--- src/rtl/gid_pkg.sv ---
package gid_pkg;

    localparam int unsigned GID_AW = 6;

    // Word offsets of the low half; bit 1 of an offset selects the high half.
    localparam logic [GID_AW-1:0] OFS_STAT = 6'h08;
    localparam logic [GID_AW-1:0] OFS_EN   = 6'h0C;
    localparam logic [GID_AW-1:0] OFS_TYPE = 6'h10;
    localparam logic [GID_AW-1:0] OFS_POL  = 6'h14;
    localparam logic [GID_AW-1:0] OFS_HOLD = 6'h18;
    localparam logic [GID_AW-1:0] OFS_FALL = 6'h20;
    localparam logic [GID_AW-1:0] OFS_RISE = 6'h24;

    typedef enum logic [2:0] {
        SEL_NONE,
        SEL_STAT,
        SEL_EN,
        SEL_TYPE,
        SEL_POL,
        SEL_HOLD,
        SEL_FALL,
        SEL_RISE
    } reg_sel_e;

    function automatic reg_sel_e decode_ofs(input logic [GID_AW-1:0] a);
        logic [GID_AW-1:0] base;
        base = {a[GID_AW-1:2], 1'b0, a[0]};
        case (base)
            OFS_STAT: return SEL_STAT;
            OFS_EN:   return SEL_EN;
            OFS_TYPE: return SEL_TYPE;
            OFS_POL:  return SEL_POL;
            OFS_HOLD: return SEL_HOLD;
            OFS_FALL: return SEL_FALL;
            OFS_RISE: return SEL_RISE;
            default:  return SEL_NONE;
        endcase
    endfunction

endpackage

--- src/rtl/gid_sync.sv ---
module gid_sync #(
    parameter int unsigned W = 32
) (
    input  logic         clk,
    input  logic         rst_n,
    input  logic [W-1:0] d,
    output logic [W-1:0] q
);

    typedef struct packed {
        logic [W-1:0] s1;
        logic [W-1:0] s2;
    } sync_t;

    sync_t st_d, st_q;

    always_comb begin
        st_d    = st_q;
        st_d.s1 = d;
        st_d.s2 = st_q.s1;
    end

    always_ff @(posedge clk or negedge rst_n) begin
        if (!rst_n) st_q <= '0;
        else        st_q <= st_d;
    end

    assign q = st_q.s2;

endmodule

--- src/rtl/gid_pin_detect.sv ---
module gid_pin_detect (
    input  logic clk,
    input  logic rst_n,
    input  logic lvl,        // synchronised pin level
    input  logic edge_mode,  // 1 edge, 0 level
    input  logic act_high,   // level polarity
    input  logic hold,       // 1 latched, 0 pass-through
    input  logic fall_en,
    input  logic rise_en,
    input  logic clr,        // write-one-to-clear for this pin
    output logic stat_vis,   // status as seen by software and priority
    output logic stat_lat    // latched status register
);

    typedef struct packed {
        logic prev;
        logic stat;
    } pin_t;

    pin_t p_d, p_q;
    logic det;

    always_comb begin
        if (edge_mode) begin
            det = (rise_en & lvl & ~p_q.prev) | (fall_en & ~lvl & p_q.prev);
        end else begin
            det = act_high ? lvl : ~lvl;
        end

        p_d      = p_q;
        p_d.prev = lvl;
        // A fresh detection outranks a clear in the same cycle.
        p_d.stat = hold ? (det | (p_q.stat & ~clr)) : 1'b0;
    end

    always_ff @(posedge clk or negedge rst_n) begin
        if (!rst_n) p_q <= '0;
        else        p_q <= p_d;
    end

    assign stat_vis = hold ? p_q.stat : det;
    assign stat_lat = p_q.stat;

endmodule

--- src/rtl/gid_prio.sv ---
module gid_prio #(
    parameter  int unsigned DW = 16,
    localparam int unsigned NP = 2 * DW,
    localparam int unsigned IW = $clog2(NP),
    localparam int unsigned HW = $clog2(DW)
) (
    input  logic [NP-1:0] pend,
    output logic          any,
    output logic [IW-1:0] idx
);

    for (genvar h = 0; h < 2; h++) begin : g_half
        logic          hit;
        logic [HW-1:0] pos;
        always_comb begin
            hit = 1'b0;
            pos = '0;
            for (int i = DW - 1; i >= 0; i--) begin
                if (pend[h*DW + i]) begin
                    hit = 1'b1;
                    pos = HW'(i);
                end
            end
        end
    end

    always_comb begin
        any = g_half[0].hit | g_half[1].hit;
        if (g_half[0].hit)      idx = IW'(g_half[0].pos);
        else if (g_half[1].hit) idx = IW'(DW) + IW'(g_half[1].pos);
        else                    idx = '0;
    end

endmodule

--- src/rtl/gpio_irq_detect.sv ---
module gpio_irq_detect
    import gid_pkg::*;
#(
    parameter  int unsigned DW = 16,
    localparam int unsigned NP = 2 * DW,
    localparam int unsigned IW = $clog2(NP)
) (
    input  logic              clk,
    input  logic              rst_n,
    input  logic [NP-1:0]     pin_in,
    input  logic              wr_en,
    input  logic [GID_AW-1:0] wr_addr,
    input  logic [DW-1:0]     wr_data,
    input  logic [GID_AW-1:0] rd_addr,
    output logic [DW-1:0]     rd_data,
    output logic              irq_req,
    output logic [IW-1:0]     irq_idx,
    output logic              irq_none
);

    typedef struct packed {
        logic [NP-1:0] en;
        logic [NP-1:0] typ;
        logic [NP-1:0] pol;
        logic [NP-1:0] hold;
        logic [NP-1:0] fall;
        logic [NP-1:0] rise;
    } cfg_t;

    cfg_t          cfg_d, cfg_q;
    logic [NP-1:0] clr_m;
    logic [NP-1:0] sync_lvl;
    logic [NP-1:0] stat_vis;
    logic [NP-1:0] stat_lat;
    logic [NP-1:0] pend;
    reg_sel_e      wsel, rsel;
    logic [NP-1:0] rd_src;

    function automatic logic [NP-1:0] lane_put(input logic [NP-1:0] old,
                                               input logic hi,
                                               input logic [DW-1:0] d);
        logic [NP-1:0] r;
        r = old;
        if (hi) r[NP-1:DW] = d;
        else    r[DW-1:0]  = d;
        return r;
    endfunction

    // Next-state of the configuration and the clear mask of this cycle
    always_comb begin
        cfg_d = cfg_q;
        clr_m = '0;
        wsel  = decode_ofs(wr_addr);
        if (wr_en) begin
            case (wsel)
                SEL_STAT: clr_m      = lane_put('0, wr_addr[1], wr_data);
                SEL_EN:   cfg_d.en   = lane_put(cfg_q.en,   wr_addr[1], wr_data);
                SEL_TYPE: cfg_d.typ  = lane_put(cfg_q.typ,  wr_addr[1], wr_data);
                SEL_POL:  cfg_d.pol  = lane_put(cfg_q.pol,  wr_addr[1], wr_data);
                SEL_HOLD: cfg_d.hold = lane_put(cfg_q.hold, wr_addr[1], wr_data);
                SEL_FALL: cfg_d.fall = lane_put(cfg_q.fall, wr_addr[1], wr_data);
                SEL_RISE: cfg_d.rise = lane_put(cfg_q.rise, wr_addr[1], wr_data);
                default: ;
            endcase
        end
    end

    always_ff @(posedge clk or negedge rst_n) begin
        if (!rst_n) cfg_q <= '0;
        else        cfg_q <= cfg_d;
    end

    gid_sync #(.W(NP)) u_sync (
        .clk   (clk),
        .rst_n (rst_n),
        .d     (pin_in),
        .q     (sync_lvl)
    );

    for (genvar g = 0; g < NP; g++) begin : g_pin
        gid_pin_detect u_pin (
            .clk       (clk),
            .rst_n     (rst_n),
            .lvl       (sync_lvl[g]),
            .edge_mode (cfg_q.typ[g]),
            .act_high  (cfg_q.pol[g]),
            .hold      (cfg_q.hold[g]),
            .fall_en   (cfg_q.fall[g]),
            .rise_en   (cfg_q.rise[g]),
            .clr       (clr_m[g]),
            .stat_vis  (stat_vis[g]),
            .stat_lat  (stat_lat[g])
        );
    end

    assign pend = stat_vis & cfg_q.en;

    gid_prio #(.DW(DW)) u_prio (
        .pend (pend),
        .any  (irq_req),
        .idx  (irq_idx)
    );

    assign irq_none = ~irq_req;

    // Read mux
    always_comb begin
        rsel = decode_ofs(rd_addr);
        case (rsel)
            SEL_STAT: rd_src = stat_vis;
            SEL_EN:   rd_src = cfg_q.en;
            SEL_TYPE: rd_src = cfg_q.typ;
            SEL_POL:  rd_src = cfg_q.pol;
            SEL_HOLD: rd_src = cfg_q.hold;
            SEL_FALL: rd_src = cfg_q.fall;
            SEL_RISE: rd_src = cfg_q.rise;
            default:  rd_src = '0;
        endcase
        rd_data = rd_addr[1] ? rd_src[NP-1:DW] : rd_src[DW-1:0];
    end

endmodule

--- config.mk ---
export PLATFORM = sky130hd
export DESIGN_NAME = gpio_irq_detect
export DESIGN_NICKNAME = d
export VERILOG_FILES = /design/src/rtl/gid_pkg.sv /design/src/rtl/gid_sync.sv /design/src/rtl/gid_pin_detect.sv /design/src/rtl/gid_prio.sv /design/src/rtl/gpio_irq_detect.sv
export SDC_FILE = /design/constraint.sdc
export NUM_CORES = 1
export LEC_CHECK = 0
export BUFFER_PORTS_ARGS = -buffer_cell sky130_fd_sc_hd__buf_2
export CORE_ASPECT_RATIO = 1.25
export CORE_MARGIN = 2
export CORE_UTILIZATION = 65
export DETAILED_ROUTE_END_ITERATION = 6
export GPL_ROUTABILITY_DRIVEN = 1
export HOLD_SLACK_MARGIN = 0.05
export PLACE_DENSITY = 0.84
export SETUP_SLACK_MARGIN = 0.1
export SLEW_MARGIN = 20
export SYNTH_ARGS = -nofsm -noshare
export SYNTH_HDL_FRONTEND = slang
export SYNTH_SLANG_ARGS = --single-unit
--- constraint.sdc ---
create_clock -name clk -period 8.15 [get_ports clk]
set_input_delay 1.63 -clock clk [delete_from_list [all_inputs] [get_ports clk]]
set_output_delay 1.63 -clock clk [all_outputs]
set_load 0.005 [all_outputs]
Yosys cells after proc, flatten, opt, wreduce, memory -nomap -nowiden
Index checks and enable logic that the tools add are counted.

Add/subtract/negate cells: 1. Multipliers: 0. Divide/modulo/power cells: 0. Magnitude comparators: 0. Equal/unequal tests: 28. Shifts and indexed selects: 0. Muxes and demuxes: 202. Bitwise logic cells: 324. Reductions and logical operators: 12.

Operator list (count): $pmux W32 S7 (1); $and A1 B1 Y1 (160); $mux W1 (160); $mux W4 (32); $not A1 Y1 (98); $or A1 B1 Y1 (65); $mux W32 (2); $mux W16 (3); $pmux W3 S7 (2); $reduce_and A3 Y1 (12); $and A32 B32 Y32 (1); $eq A5 B4 Y1 const B (6); $eq A3 B3 Y1 const B (8); $eq A5 B3 Y1 const B (4); $eq A5 B5 Y1 const B (4); $eq A3 B2 Y1 const B (4); $mux W5 (2); $eq A3 B1 Y1 const B (2); $add A5 B4 Y5 const A (1).

Register bits after elaboration: 320. Latch bits: 0. Bits in writable memories: 0. Bits in read-only memories: 0. Output and inout bits: 23. Word-level logic and storage cells: 645. Memories: 0.

Logic depth before layout (Yosys ltp)
Gate-level depths: netlist of run 1.

Depth in word-level cells: 26. Depth in mapped cells: 8.

By module
From an unflattened synthesis of run 1, not the netlist that was laid out.

Cells, all modules: 1193. Area total of the unflattened synthesis: 15016.9 um2.

Modules (own cells, without submodules): gpio_irq_detect (times used 1, cells an instance 743, area an instance 9444.1 um2, seq. area each 4804.6 um2); gid_pin_detect (times used 32, cells an instance 10, area an instance 112.6 um2, seq. area each 50.0 um2); gid_sync (times used 1, cells an instance 64, area an instance 1601.5 um2, seq. area each 1601.5 um2); gid_prio (times used 1, cells an instance 66, area an instance 367.9 um2, seq. area each 0.0 um2).

Worst setup path before layout of run 1
No wires, ideal clock.

Path kind: input port to output port. Start point: input rd_addr[3]. End point: output rd_data[11]. Arrival time: 3.139 ns. Required time: 6.520 ns. Setup slack: 3.381 ns. Stages: 7. Path buffers: 1. Path through: or3b_2 -> nor3_1 -> clkbuf_1 -> a21oi_1 -> nand4_1 -> nand3_1 -> a31oi_1.

Longest elaborated chain between the ends: 5. Elaborated cells on any way between the ends: 17. Those cells by class: eq/ne: 14; mux: 3.

Ends and longest elaborated chain: start, declared (RTL line gpio_irq_detect.sv:14) `input logic [GID_AW-1:0] rd_addr,`; $eq A5 B5 Y1 (tied with other cells) (RTL line gid_pkg.sv:28) `case (base)`; $pmux W3 S7 (*) (RTL line gid_pkg.sv:28); $eq A3 B3 Y1 (tied with other cells) (RTL line gpio_irq_detect.sv:109) `case (rsel)`; $pmux W32 S7 (*) (RTL line gpio_irq_detect.sv:109); $mux W16 (*) (RTL line gpio_irq_detect.sv:119) `rd_data = rd_addr[1] ? rd_src[NP-1:DW] : rd_src[DW-1:0];`; end, declared (RTL line gpio_irq_detect.sv:15) `output logic [DW-1:0] rd_data,`.

Every way passes the cells marked *; elsewhere a longest branch is shown, timed or not.

Worst setup path after layout of run 1
Start point: input rd_addr[3]. End point: output rd_data[6].

Same word-level chain as after synthesis.

==> summary by stage, run 1 <==
Route
The number of routed nets with antenna violations is 0. The first detailed-routing pass ran for 7 iterations. The remaining routing DRC violations is 3. The number of vias per cell is 6.908. The number of design-rule violations left by the first detailed-router iteration is 1251.

The top layer reached by signal wires is met4. For this block, wires on met1 add up to 14980 µm. Wires add up to 39920 µm. After detailed routing, the met3 layer carries 4059 µm of wire.

Wire segments on met2 add up to 18940 µm in the final route. The final routed wire length divided by cell count is 23.96 µm. Detailed routing inserted a total of 11510 vias.

Critical path
The signal on the critical path passes through buf_2, nor2_1, nand2_1, nor2_2, buf_4, buf_4, a222oi_1, nand3_1, a31oi_1, nor2_1, buf_2. The type of origin of the critical path is an input pin. On the worst path, the slowest cell contributes a delay of 0.90 ns. The worst register-to-register path has a depth of 5. The worst register-to-register path ends at g_pin[27].u_pin.stat_lat. The startpoint of the most critical register-to-register path is u_sync.q[27]. The slack of the worst reg-to-reg path is 6.83 ns. The slowest cell on the critical path is sky130_fd_sc_hd__nor2_2. The worst setup path is captured at a primary output. The data arrival time of the critical path is 4.23 ns. The largest fanout of any net on the critical path is 17. At the worst endpoint, the required time is 6.52 ns.

The critical path startpoint is rd_addr[3]. The type of the worst setup path is in2out.

GRT
The pin count of the biggest net entering global routing is 185. The number of antenna violations at the first check in global routing is 0. The wire length of the first global-routing pass is 62030 µm. The via count of the first global-routing pass is 11450. For this run the aggregate overflow at the end of global routing stands at 0. Global routing consumed, over all layers together, 32.92% of the routing resources.

Floorplan
The floorplan step set the die height to 172.6 µm. The core region area is 22290 µm². The floorplan has 61 rows. 86 I/O pins were placed. The floorplan step set the die width to 138.9 µm.

The full die area is 23970 µm². The starting density of the core is 66.34%.

Worst hold path
The startpoint of the most critical hold path is u_sync.st_d[0]. The min-delay analysis places its worst path in the category reg2reg. The number of cells traversed by the worst hold path is 0. The path with the worst hold slack has its endpoint at u_sync.q[0].

Synthesis
Each instance of the synthesized netlist takes up on average 11.52 µm². The number of warnings printed during yosys synthesis is 0. The net count after synthesis is 1346. The proportion of synthesized chip area in sequential cells is 54.16%. The cell type contributing the most total cell area after synthesis is sky130_fd_sc_hd__dfrtp_1. The top cell type by area accounts for 54.16% of the synthesized area. The number of synthesized register bits is 320. Counting flops with an async set or reset pin after synthesis yields a share of 100.0%. Yosys mapped the design onto 68 distinct sky130hd cell types.

The netlist area before placement is 14780 µm². Synthesis produced a netlist whose cell count is 1283. Yosys attributes the largest share of cell area to sky130_fd_sc_hd__dfrtp_1 (54%), sky130_fd_sc_hd__mux2_2 (14%), sky130_fd_sc_hd__a21oi_1 (2.8%), sky130_fd_sc_hd__nand2_1 (2.4%), sky130_fd_sc_hd__a222oi_1 (2.2%). In this run, synthesis inferred 0 flip-flops with an integrated enable. In the synthesized netlist the dominant register cell turns out to be sky130_fd_sc_hd__dfrtp_1.

Power
The portion of total power attributed to combinational logic is 15.8%. The share of total power in the clock network is 37.3%. The internal portion of the total power is 3014 µW. Registers are responsible for 46.9% of the overall power. The total net switching power is 1143 µW. Of the total power, the share spent switching nets is 27.50%.

The leakage power total is 0.007485 µW. Across the VDD grid, the largest voltage drop is 0.0002097 V. The power per unit of standard cell area is 249.2 nW/µm².

STA
The number of hold violations in the final report is 0. The ratio of final minimum period to clock period is 71.91%. The remaining max-slew budget at the tightest pin is 21.28%. The final count of pins violating max slew is 0. Setup repair after global routing left no endpoint under its margin. Setup violations remaining at the end of the flow were counted as 0. Subtracting the final worst setup slack from the clock period gives 5.861 ns. For this run, the top clock speed supported by timing is 170.6 MHz. For the final database, setup skew stands at 0.007756 ns. After routing, the total negative slack on setup checks comes to 0 ns.

The slew of the pin with the lowest slew margin is 1.180 ns.

Outcome
The checks that failed: design-rule violations. The run finished, with violations left.

Placed design
Once placement finished, the instance area stood at 15510 µm². The final HPWL from detailed placement is 24660 µm. Input and output buffers added on the ports amount to 85.

The number of placed cells counting well taps is 1607. The congestion estimate from routability-driven global placement came to 0.8749.

Layout
The net count of the finished layout is 1424. Relative to the synthesized area, the layout overhead comes to 12.83%. The final cell count without fillers is 1666. The cell area after layout is 16680 µm². The top cell types in the final layout, fill and taps aside, are sky130_fd_sc_hd__dfrtp_1 (320), sky130_fd_sc_hd__mux2_2 (188), sky130_fd_sc_hd__nand2_1 (93). The number of antenna diodes in the final layout is 0. The library cell used most frequently in the layout, excluding fill and tap cells, is sky130_fd_sc_hd__dfrtp_1.

Cells with a size suffix above 1 make up 27.04% of the layout. The total area of sequential cells is 8008 µm². The area occupied by multi-input gates is 6524 µm². The number of fillers in the final layout is 1465.

Clock tree
Post-CTS repair changed the size of 0 cells. The number of buffers created by CTS is 34. The CTS root buffer is sky130_fd_sc_hd__clkbuf_16.

The buffer levels on the longest clock path is 3. The clock tree synthesis step divided the H-tree into 2 levels. TritonCTS built the clock tree. The number of hold-repair buffers added at the cts stage is 0. At the later pin of the worst-skew pair, clock insertion delay measures 0.51 ns. The clock drives 320 sinks. The CTS clock-pin slew for the worst setup and hold paths is 0.06 ns. After clock tree synthesis, the setup repair step added 0 buffers.

Job
The max-capacitance violation count is 0.
[kinds of logic (layout without fill, tap and decap cells)]
kind of cell	Yosys count	in the layout	share of synthesized area, %
xor gates and xnor gates	5	5	0.2962
buffers and inverters	79	179	2.006
and+or+nand+nor	398	398	14.35
AOI/OAI and AO/OA	286	286	14.38
DFF	320	320	54.16
muxes	195	195	14.80
[metal layers]
layer / GRT usage [%] / vias up
met4: 15.24 / 0
met5: 0 / -
met1: 44.36 / 5741
met3: 5.483 / 145
li1: - / 4958
met2: 52.96 / 664
[power groups by stage]
stage / Sequential, µW / Combinational, µW / Clock (µW)
2_1_floorplan: 1910 / 447 / 0
3_3_place_gp: 1960 / 616 / 0
3_5_place_dp: 1970 / 639 / 0
4_1_cts: 1940 / 647 / 1560
5_1_grt: 1970 / 711 / 1630
6_report: 1950 / 658 / 1550
[per-stage QoR]
step / hold WS (ns) / total power, µW / utilization (%) / setup slack, ns
after global routing: 0.3521 / 4312 / 74.85 / 2.243
after floorplan: 0.3312 / 2361 / - / 3.381
after CTS: 0.3462 / 4154 / 74.69 / 2.454
final: 0.3446 / 4157 / 74.85 / 2.289
after global placement: 0.3316 / 2575 / 69.61 / 2.525
after detailed placement: 0.3347 / 2607 / 69.61 / 2.468
[worst max-delay path by stage]
stage	to	slack (ns)	depth (start not counted)
2_1_floorplan	rd_data[11]	3.38	7
3_3_place_gp	rd_data[7]	2.53	11
3_5_place_dp	rd_data[7]	2.47	11
4_1_cts	rd_data[7]	2.45	11
5_1_grt	rd_data[6]	2.24	11
6_report	rd_data[6]	2.29	11
[synth_stat cells, drive strengths merged, types with 5 or more instances]
library cell	number
a21oi	83
nand3	43
o31ai	5
clkbuf	58
a32oi	16
a21boi	6
o21ba	11
a22oi	32
a32o	5
a31oi	7
mux2	189
o21a	6
nand3b	24
nand4	22
nor2	69
and3b	8
nand2b	35
and3	15
nor2b	36
a222oi	32
mux2i	6
dfrtp	320
o211ai	6
o2111ai	11
and2	6
nor3	15
o21ai	24
inv	20
nand2	95
[state kept, by name, indices dropped and copies added, names as in the netlist]
signal,count
cfg_q,192
g_pin.u_pin.p_q,32
g_pin.u_pin.stat_lat,32
u_sync.q,32
u_sync.st_d,32
[cell type report]
type                       count  area share (%)
clock buffer                  50           6.383
multi-input combinational    884           39.11
timing repair buffer         101           3.525
tap                          283           2.123
clock inverter                 8          0.4050
inverter                      20          0.4500
sequential                   320           48.00
[critical path: cells and delay by family]
kind | cells | cell delay (ns)
AO/OA/AOI/OAI | 2 | 0.17
AND/OR/NAND/NOR | 5 | 1.55
buffers and inverters | 4 | 0.86
(Power assumes the default switching activity.)
==> run 2, diff against run 1 <==
CORE_UTILIZATION = 55   (was 65)
PLACE_DENSITY = 0.76   (was 0.84)
clock period = 5.3 ns   (was 8.15 ns; I/O delays follow)
==> run 2 against run 1 <==
  * The flow still finishes with violations (design-rule violations)
  * Routed wire length is 0.74% lower
  * Critical path depth shrank 3
  * Register-to-register slack got worse by 2.8 ns
  * Clock power grew 61%
  * Global-route usage decreased by 4.5 points
  * Non-clock buffer count rose by 1
  * Sequential power rose by 53%
  * Combinational power is 53% higher
  * Count of clock-buffer cells in the layout fell by 3
  * Critical path type is now reg2out
  * Largest cell class unchanged
==> summary by stage, run 2 (synthesized netlist as in run 1, its figures left out) <==
GRT
The overall overflow remaining after global route is 0 (unchanged). The via count of the first global-routing pass is 11460 (was 11450). The number of antenna violations at the first check in global routing was 2 (was 0). The wire length of the first global-routing pass came to 62450 µm (was 62030 µm).

The all-layer global routing usage is 28.44% (was 32.92%). The pin count of the biggest net entering global routing is 136 (was 185).

Layout
The cell area after layout is 16810 µm² (was 16680 µm²). Most frequent cells in the layout: sky130_fd_sc_hd__dfrtp_1 (320), sky130_fd_sc_hd__mux2_2 (188), sky130_fd_sc_hd__nand2_1 (94) (was sky130_fd_sc_hd__dfrtp_1 (320), sky130_fd_sc_hd__mux2_2 (188), sky130_fd_sc_hd__nand2_1 (93)). The layout overhead on the synthesized area is 13.70% (was 12.83%). The number of flip-flops under the largest register name came to 192 (unchanged). The leading cell type in the layout, fill and taps excluded is sky130_fd_sc_hd__dfrtp_1 (unchanged).

The final antenna diode count came to 0 (unchanged). The final cell count without fillers is 1727 (was 1666). The final-stage net count is 1425 (was 1424). The fraction of layout cells with a size suffix above 1 is 26.85% (was 27.04%). The register with the highest flop count is cfg_q (unchanged).

Route
The number of design-rule violations left by the first detailed-router iteration came to 840 (was 1251). The total detailed-routing wirelength is 39620 µm (was 39920 µm). The count of vias placed by the detailed router is 11290 (was 11510). The number of routed nets with antenna violations is 0 (unchanged). The number of vias per cell was 6.536 (was 6.908). The first-pass iteration count of the detailed router is 7 (unchanged). The remaining routing DRC violations is 10 (was 3).

The final routed wire length divided by cell count was 22.94 µm (was 23.96 µm).

Power
The worst vdd rail ir drop is 0.0002740 V (was 0.0002097 V). The total net switching power is 1757 µW (was 1143 µW). The share of total power consumed by net switching is 27.07% (was 27.50%). The register share of total power was 46.1% (was 46.9%). The share of total power in the clock network is 38.4% (was 37.3%). The portion of total power attributed to combinational logic is 15.5% (was 15.8%).

The leakage power total is 0.007496 µW (was 0.007485 µW). The internal power is 4732 µW (was 3014 µW). The power per unit of standard cell area is 386.0 nW/µm² (was 249.2 nW/µm²).

Placed design
The post-placement setup slack is 1.181 ns (was 2.468 ns). The number of placed cells counting well taps was 1670 (was 1607). The cell area after placement is 15620 µm² (was 15510 µm²).

The final HPWL from detailed placement is 24260 µm (was 24660 µm). The number of buffer cells added on primary ports was 85 (unchanged). The global placement routability congestion is 0.8663 (was 0.8749).

Critical path
The type of origin of the critical path is a flip-flop (was input pin). The type of the worst setup path is reg2out (was in2out). The largest fanout of any net on the critical path is 6 (was 17). The required time at the worst-slack endpoint is 4.24 ns (was 6.52 ns). The data arrival time of the critical path is 3.34 ns (was 4.23 ns). The endpoint kind of the worst setup timing path is a primary output (unchanged).

STA
The final count of pins violating max slew was 0 (unchanged). The maximum clock frequency is 227.3 MHz. After layout, the minimum clock period comes to 4.399 ns. The worst hold margin is 0.3460 ns (was 0.3446 ns). The sum of negative setup slack was 0 ns (unchanged). The maximum clock skew at final layout came to 0.02642 ns (was 0.007756 ns). The ratio of final minimum period to clock period is 83.00%. The remaining max-slew budget at the tightest pin is 23.69% (was 21.28%). The number of setup violations in the final report came to 0 (unchanged).

Unrepaired setup endpoints after global routing: false (unchanged). The slew of the pin with the lowest slew margin is 1.142 ns (was 1.180 ns). The number of hold violations in the final report is 0 (unchanged).

The post-layout worst setup margin is 0.9009 ns (was 2.289 ns).

Outcome
Violated checks: design-rule violations (unchanged). Run status: finished, violations left (unchanged).

Clock tree
The number of H-tree levels is 2 (unchanged). The number of hold-repair buffers added at the cts stage came to 0 (unchanged). The CTS clock-pin slew for the worst setup and hold paths came to 0.06 ns (about the same).

The post-CTS resize count is 0 (unchanged). The buffer levels on the longest clock path is 3 (unchanged). The number of clock sinks is 320 (unchanged). The clock tree from TritonCTS is yes (unchanged).

The insertion delay of the later-clocked pin in the worst-skew pair is 0.52 ns (was 0.51 ns). The number of buffers created by CTS is 34 (unchanged). The CTS root buffer is sky130_fd_sc_hd__clkbuf_16 (unchanged). The post-CTS repair timing setup buffer count is 0 (unchanged).

Worst hold path
The path category of the worst min-delay check is reg2reg (unchanged).

Floorplan
The core region area is 26660 µm² (was 22290 µm²). The starting density of the core is 55.46% (was 66.34%). The horizontal die dimension is 150.6 µm (was 138.9 µm).

The full die area is 28220 µm² (was 23970 µm²). The number of placed I/O pins is 86 (unchanged). The site row count is 67 (was 61).

The die boundary height is 187.3 µm (was 172.6 µm).

Job
The max-capacitance violation count came to 0 (unchanged).
==> run 2: changes by cell type in the layout (fill, tap and decap cells not counted), moves of 2 or more <==
cell,before,now
sky130_fd_sc_hd__bufinv_16,1,5
sky130_fd_sc_hd__clkbuf_8,9,6
sky130_fd_sc_hd__clkinv_2,6,2
sky130_fd_sc_hd__clkbuf_1,4,6
sky130_fd_sc_hd__clkbuf_16,37,35
==> run 2: worst paths after layout <==
path                       slack, ns  depth (start not counted)             from                        to
setup / recovery                0.90                          8       cfg_q[140]                irq_idx[0]
hold / removal                  0.35                          0  u_sync.st_d[29]              u_sync.q[29]
setup reg to reg                4.01                          5     u_sync.q[26]  g_pin[26].u_pin.stat_lat
hold reg to reg                 0.35                          0  u_sync.st_d[29]              u_sync.q[29]
max in group asynchronous       3.78                          2            rst_n                 cfg_q[28]
min in group asynchronous       0.52                          1            rst_n                 cfg_q[66]
==> run 2: power by group through the flow <==
stage | Sequential [µW] | Combinational, µW | Clock [µW]
floorplan | 2940 | 688 | 0
detailed placement | 3020 | 988 | 0
global placement | 3010 | 962 | 0
global route | 3030 | 1110 | 2630
finish | 2990 | 1010 | 2490
CTS | 2990 | 998 | 2520
==> run 2: per-layer routing <==
metal	up-vias	wire, µm	share of wire [%]	track usage [%]
met5	-	24	0.061	0
met4	4	1502	3.8	11.83
met3	120	3562	9.0	6.439
met2	540	19180	48	46.35
met1	5657	15360	39	36.60
li1	4967	-	-	-
==> run 2: final cells by class <==
class,instances,area (µm²)
fill,2076,9848
sequential,320,8008
clock inverter,9,177.7
timing repair buffer,102,608.1
inverter,20,75.07
clock buffer,47,980.9
tap,345,431.7
multi-input combinational,884,6529
==> run 2: metrics by stage <==
stage | util, % | power, µW
after floorplan | - | 3630
after global placement | 58.58 | 3974
after detailed placement | 58.58 | 4011
after CTS | 62.93 | 6505
after global routing | 63.06 | 6766
final | 63.06 | 6489
==> run 2: worst max-delay path, stage by stage, from the launching register on <==
cell,delay [ns]
sky130_fd_sc_hd__dfrtp_1,0.42
sky130_fd_sc_hd__and3_1,0.22
sky130_fd_sc_hd__or4_1,0.49
sky130_fd_sc_hd__o2111ai_1,0.24
sky130_fd_sc_hd__o2111ai_1,0.31
sky130_fd_sc_hd__nor4_2,0.48
sky130_fd_sc_hd__o31a_1,0.29
sky130_fd_sc_hd__a32o_1,0.23
sky130_fd_sc_hd__buf_2,0.13
==> run 3, diff against run 2 <==
CORE_UTILIZATION = 61   (was 55)
PLACE_DENSITY = 0.8   (was 0.76)
clock period = 4.5 ns   (was 5.3 ns; I/O delays follow)
==> run 3 against run 2 <==
  * Sequential share of layout area up 0.24 points
  * Die area down 9.6%
  * Count of clock-buffer cells in the layout up 6
  * First-iteration DRC count up 22%
  * Clock skew down 0.0069 ns
  * Via count up 1.2%
  * The run still ends with design-rule violations left
  * Non-clock buffer count up 4
  * Critical path type unchanged
  * Core utilization up 7.2 points
  * Routed wire length up 0.21%
  * Register-to-register slack worse by 0.76 ns
  * Sequential power up 18%
==> summary by stage, run 3 (synthesized netlist as in run 1, its figures left out) <==
Floorplan
The core region area came to 23810 µm² (was 26660 µm²). The horizontal die dimension is 143.2 µm (was 150.6 µm). The site row count is 63 (was 67). The number of placed I/O pins is 86 (unchanged). The die boundary height is 178.1 µm (was 187.3 µm). The starting density of the core was 62.10% (was 55.46%).

The full die area is 25510 µm² (was 28220 µm²).

Route
The remaining routing DRC violations is 4 (was 10). The number of routed nets with antenna violations is 0 (unchanged). The number of vias per cell is 6.665 (was 6.536). The count of vias placed by the detailed router is 11420 (was 11290).

The number of design-rule violations left by the first detailed-router iteration came to 1022 (was 840). The total detailed-routing wirelength is 39710 µm (was 39620 µm). The first-pass iteration count of the detailed router came to 7 (unchanged). The final routed wire length divided by cell count was 23.17 µm (was 22.94 µm).

Placed design
The final HPWL from detailed placement came to 24690 µm (was 24260 µm). The post-placement setup slack is 0.7540 ns (was 1.181 ns). The number of placed cells counting well taps is 1654 (was 1670).

The global placement routability congestion is 0.8856 (was 0.8663). The number of buffer cells added on primary ports is 85 (unchanged).

Clock tree
The number of H-tree levels is 2 (unchanged). The CTS clock-pin slew for the worst setup and hold paths is 0.07 ns (was 0.06 ns). The insertion delay of the later-clocked pin in the worst-skew pair is 0.53 ns (was 0.52 ns). The number of hold-repair buffers added at the cts stage is 0 (unchanged). The clock tree from TritonCTS is yes (unchanged). The buffer levels on the longest clock path is 3 (unchanged). The number of buffers created by CTS is 34 (unchanged). The number of clock sinks is 320 (unchanged). The post-CTS repair timing setup buffer count is 0 (unchanged). The CTS root buffer is sky130_fd_sc_hd__clkbuf_16 (unchanged).

The post-CTS resize count is 0 (unchanged).

STA
The sum of negative setup slack came to 0 ns (unchanged). The number of setup violations in the final report is 0 (unchanged). Timing would allow up to 239.0 MHz. The maximum clock skew at final layout is 0.01953 ns (was 0.02642 ns). The final count of pins violating max slew is 0 (unchanged). The worst path uses 92.97% of the clock period.

The worst path in the final design needs a cycle of 4.184 ns, including I/O delays and setup. The number of hold violations in the final report is 0 (unchanged). Unrepaired setup endpoints after global routing: false (unchanged). The remaining max-slew budget at the tightest pin was 17.09% (was 23.69%). The slew of the pin with the lowest slew margin is 1.241 ns (was 1.142 ns). The post-layout worst setup margin came to 0.3164 ns (was 0.9009 ns).

Critical path
The largest fanout of any net on the critical path came to 6 (unchanged). The type of the worst setup path is reg2out (unchanged). The endpoint kind of the worst setup timing path is a primary output (unchanged). The required time at the worst-slack endpoint is 3.60 ns (was 4.24 ns). The data arrival time of the critical path is 3.28 ns (was 3.34 ns). The number of stages on the worst setup path is 8 (unchanged).

The total buffers and inverters traversed by the critical path was 1 (unchanged). The critical path's most frequent cell is sky130_fd_sc_hd__a21oi_1 (was sky130_fd_sc_hd__o2111ai_1). The slowest cell on the critical path is sky130_fd_sc_hd__or4b_1 (was sky130_fd_sc_hd__or4_1). List of cells traversed by the critical path: and3_1, o41ai_1, or3b_1, or4b_1, a311o_1, a21oi_1, a21oi_1, buf_2 (was and3_1, or4_1, o2111ai_1, o2111ai_1, nor4_2, o31a_1, a32o_1, buf_2).

The type of origin of the critical path is a flip-flop (unchanged). The cell type group with the largest total delay on the critical path is compound AO/OA/AOI/OAI gates (was simple AND/OR/NAND/NOR gates). The logic depth of the worst register-to-register path is 5 (unchanged). The longest individual stage delay on the worst path is 0.55 ns (was 0.49 ns).

GRT
The via count of the first global-routing pass is 11430 (was 11460). The number of antenna violations at the first check in global routing is 2 (unchanged). The overall overflow remaining after global route is 0 (unchanged). The wire length of the first global-routing pass is 61820 µm (was 62450 µm). The pin count of the biggest net entering global routing was 136 (unchanged). The all-layer global routing usage is 31.74% (was 28.44%).

Layout
The final cell count without fillers was 1714 (was 1727). The area occupied by multi-input gates came to 6524 µm² (was 6529 µm²). The layout overhead on the synthesized area is 13.14% (was 13.70%).

Most frequent cells in the layout: sky130_fd_sc_hd__dfrtp_1 (320), sky130_fd_sc_hd__mux2_2 (188), sky130_fd_sc_hd__nand2_1 (93) (was sky130_fd_sc_hd__dfrtp_1 (320), sky130_fd_sc_hd__mux2_2 (188), sky130_fd_sc_hd__nand2_1 (94)). The post-layout utilization of the core is 70.27% (was 63.06%). The final-stage net count came to 1429 (was 1425). The number of fillers in the final layout is 1747 (was 2076). The leading cell type in the layout, fill and taps excluded is sky130_fd_sc_hd__dfrtp_1 (unchanged). The number of flip-flops under the largest register name is 192 (unchanged).

The total area of sequential cells is 8008 µm² (unchanged). The fraction of layout cells with a size suffix above 1 is 26.59% (was 26.85%). The register with the highest flop count is cfg_q (unchanged).

Outcome
Violated checks: design-rule violations (unchanged). Run status: finished, violations left (unchanged).

Job
The max-capacitance violation count came to 0 (unchanged).

Power
The total power draw was 7404 µW (was 6489 µW). The power per unit of standard cell area is 442.6 nW/µm² (was 386.0 nW/µm²). The leakage power total is 0.007472 µW (was 0.007496 µW).

The worst vdd rail ir drop is 0.0003094 V (was 0.0002740 V).

Worst hold path
The path category of the worst min-delay check is in2async (was reg2reg).
[run 3: where the power goes]
group / internal [µW] / switching, µW
Combinational: 562 / 627
Clock: 1590 / 1100
Sequential: 3210 / 318
[run 3: stage by stage]
stage	hold WS, ns	area, µm²
after floorplan	0.3312	14780
after global placement	0.3316	15630
after detailed placement	0.3355	15630
after CTS	0.3376	16690
after global routing	0.3187	16730
final	0.2897	16730
[run 3: routing by layer]
layer	GRT usage (%)	vias up	share of wire [%]
li1	-	4969	-
met1	41.08	5697	38
met2	51.71	601	47
met3	5.611	154	9.1
met4	16.14	2	5.0
met5	0	-	0.043
[run 3: worst paths after layout]
path	from	to	slack (ns)
worst min-delay path	rst_n	cfg_q[173]	0.29
worst max-delay path	cfg_q[158]	irq_idx[2]	0.32
min in group clk	u_sync.st_d[9]	u_sync.q[9]	0.33
worst min register to register	u_sync.st_d[9]	u_sync.q[9]	0.33
max in group asynchronous	rst_n	cfg_q[103]	3.02
worst max register to register	u_sync.q[26]	g_pin[26].u_pin.stat_lat	3.25
[run 3: area by class of cell]
class | count | area share [%]
sequential | 320 | 47.87
multi-input combinational | 884 | 39.00
clock buffer | 53 | 5.999
timing repair buffer | 106 | 3.890
tap | 325 | 2.431
inverter | 20 | 0.4488
clock inverter | 5 | 0.3441
antenna | 1 | 0.01496
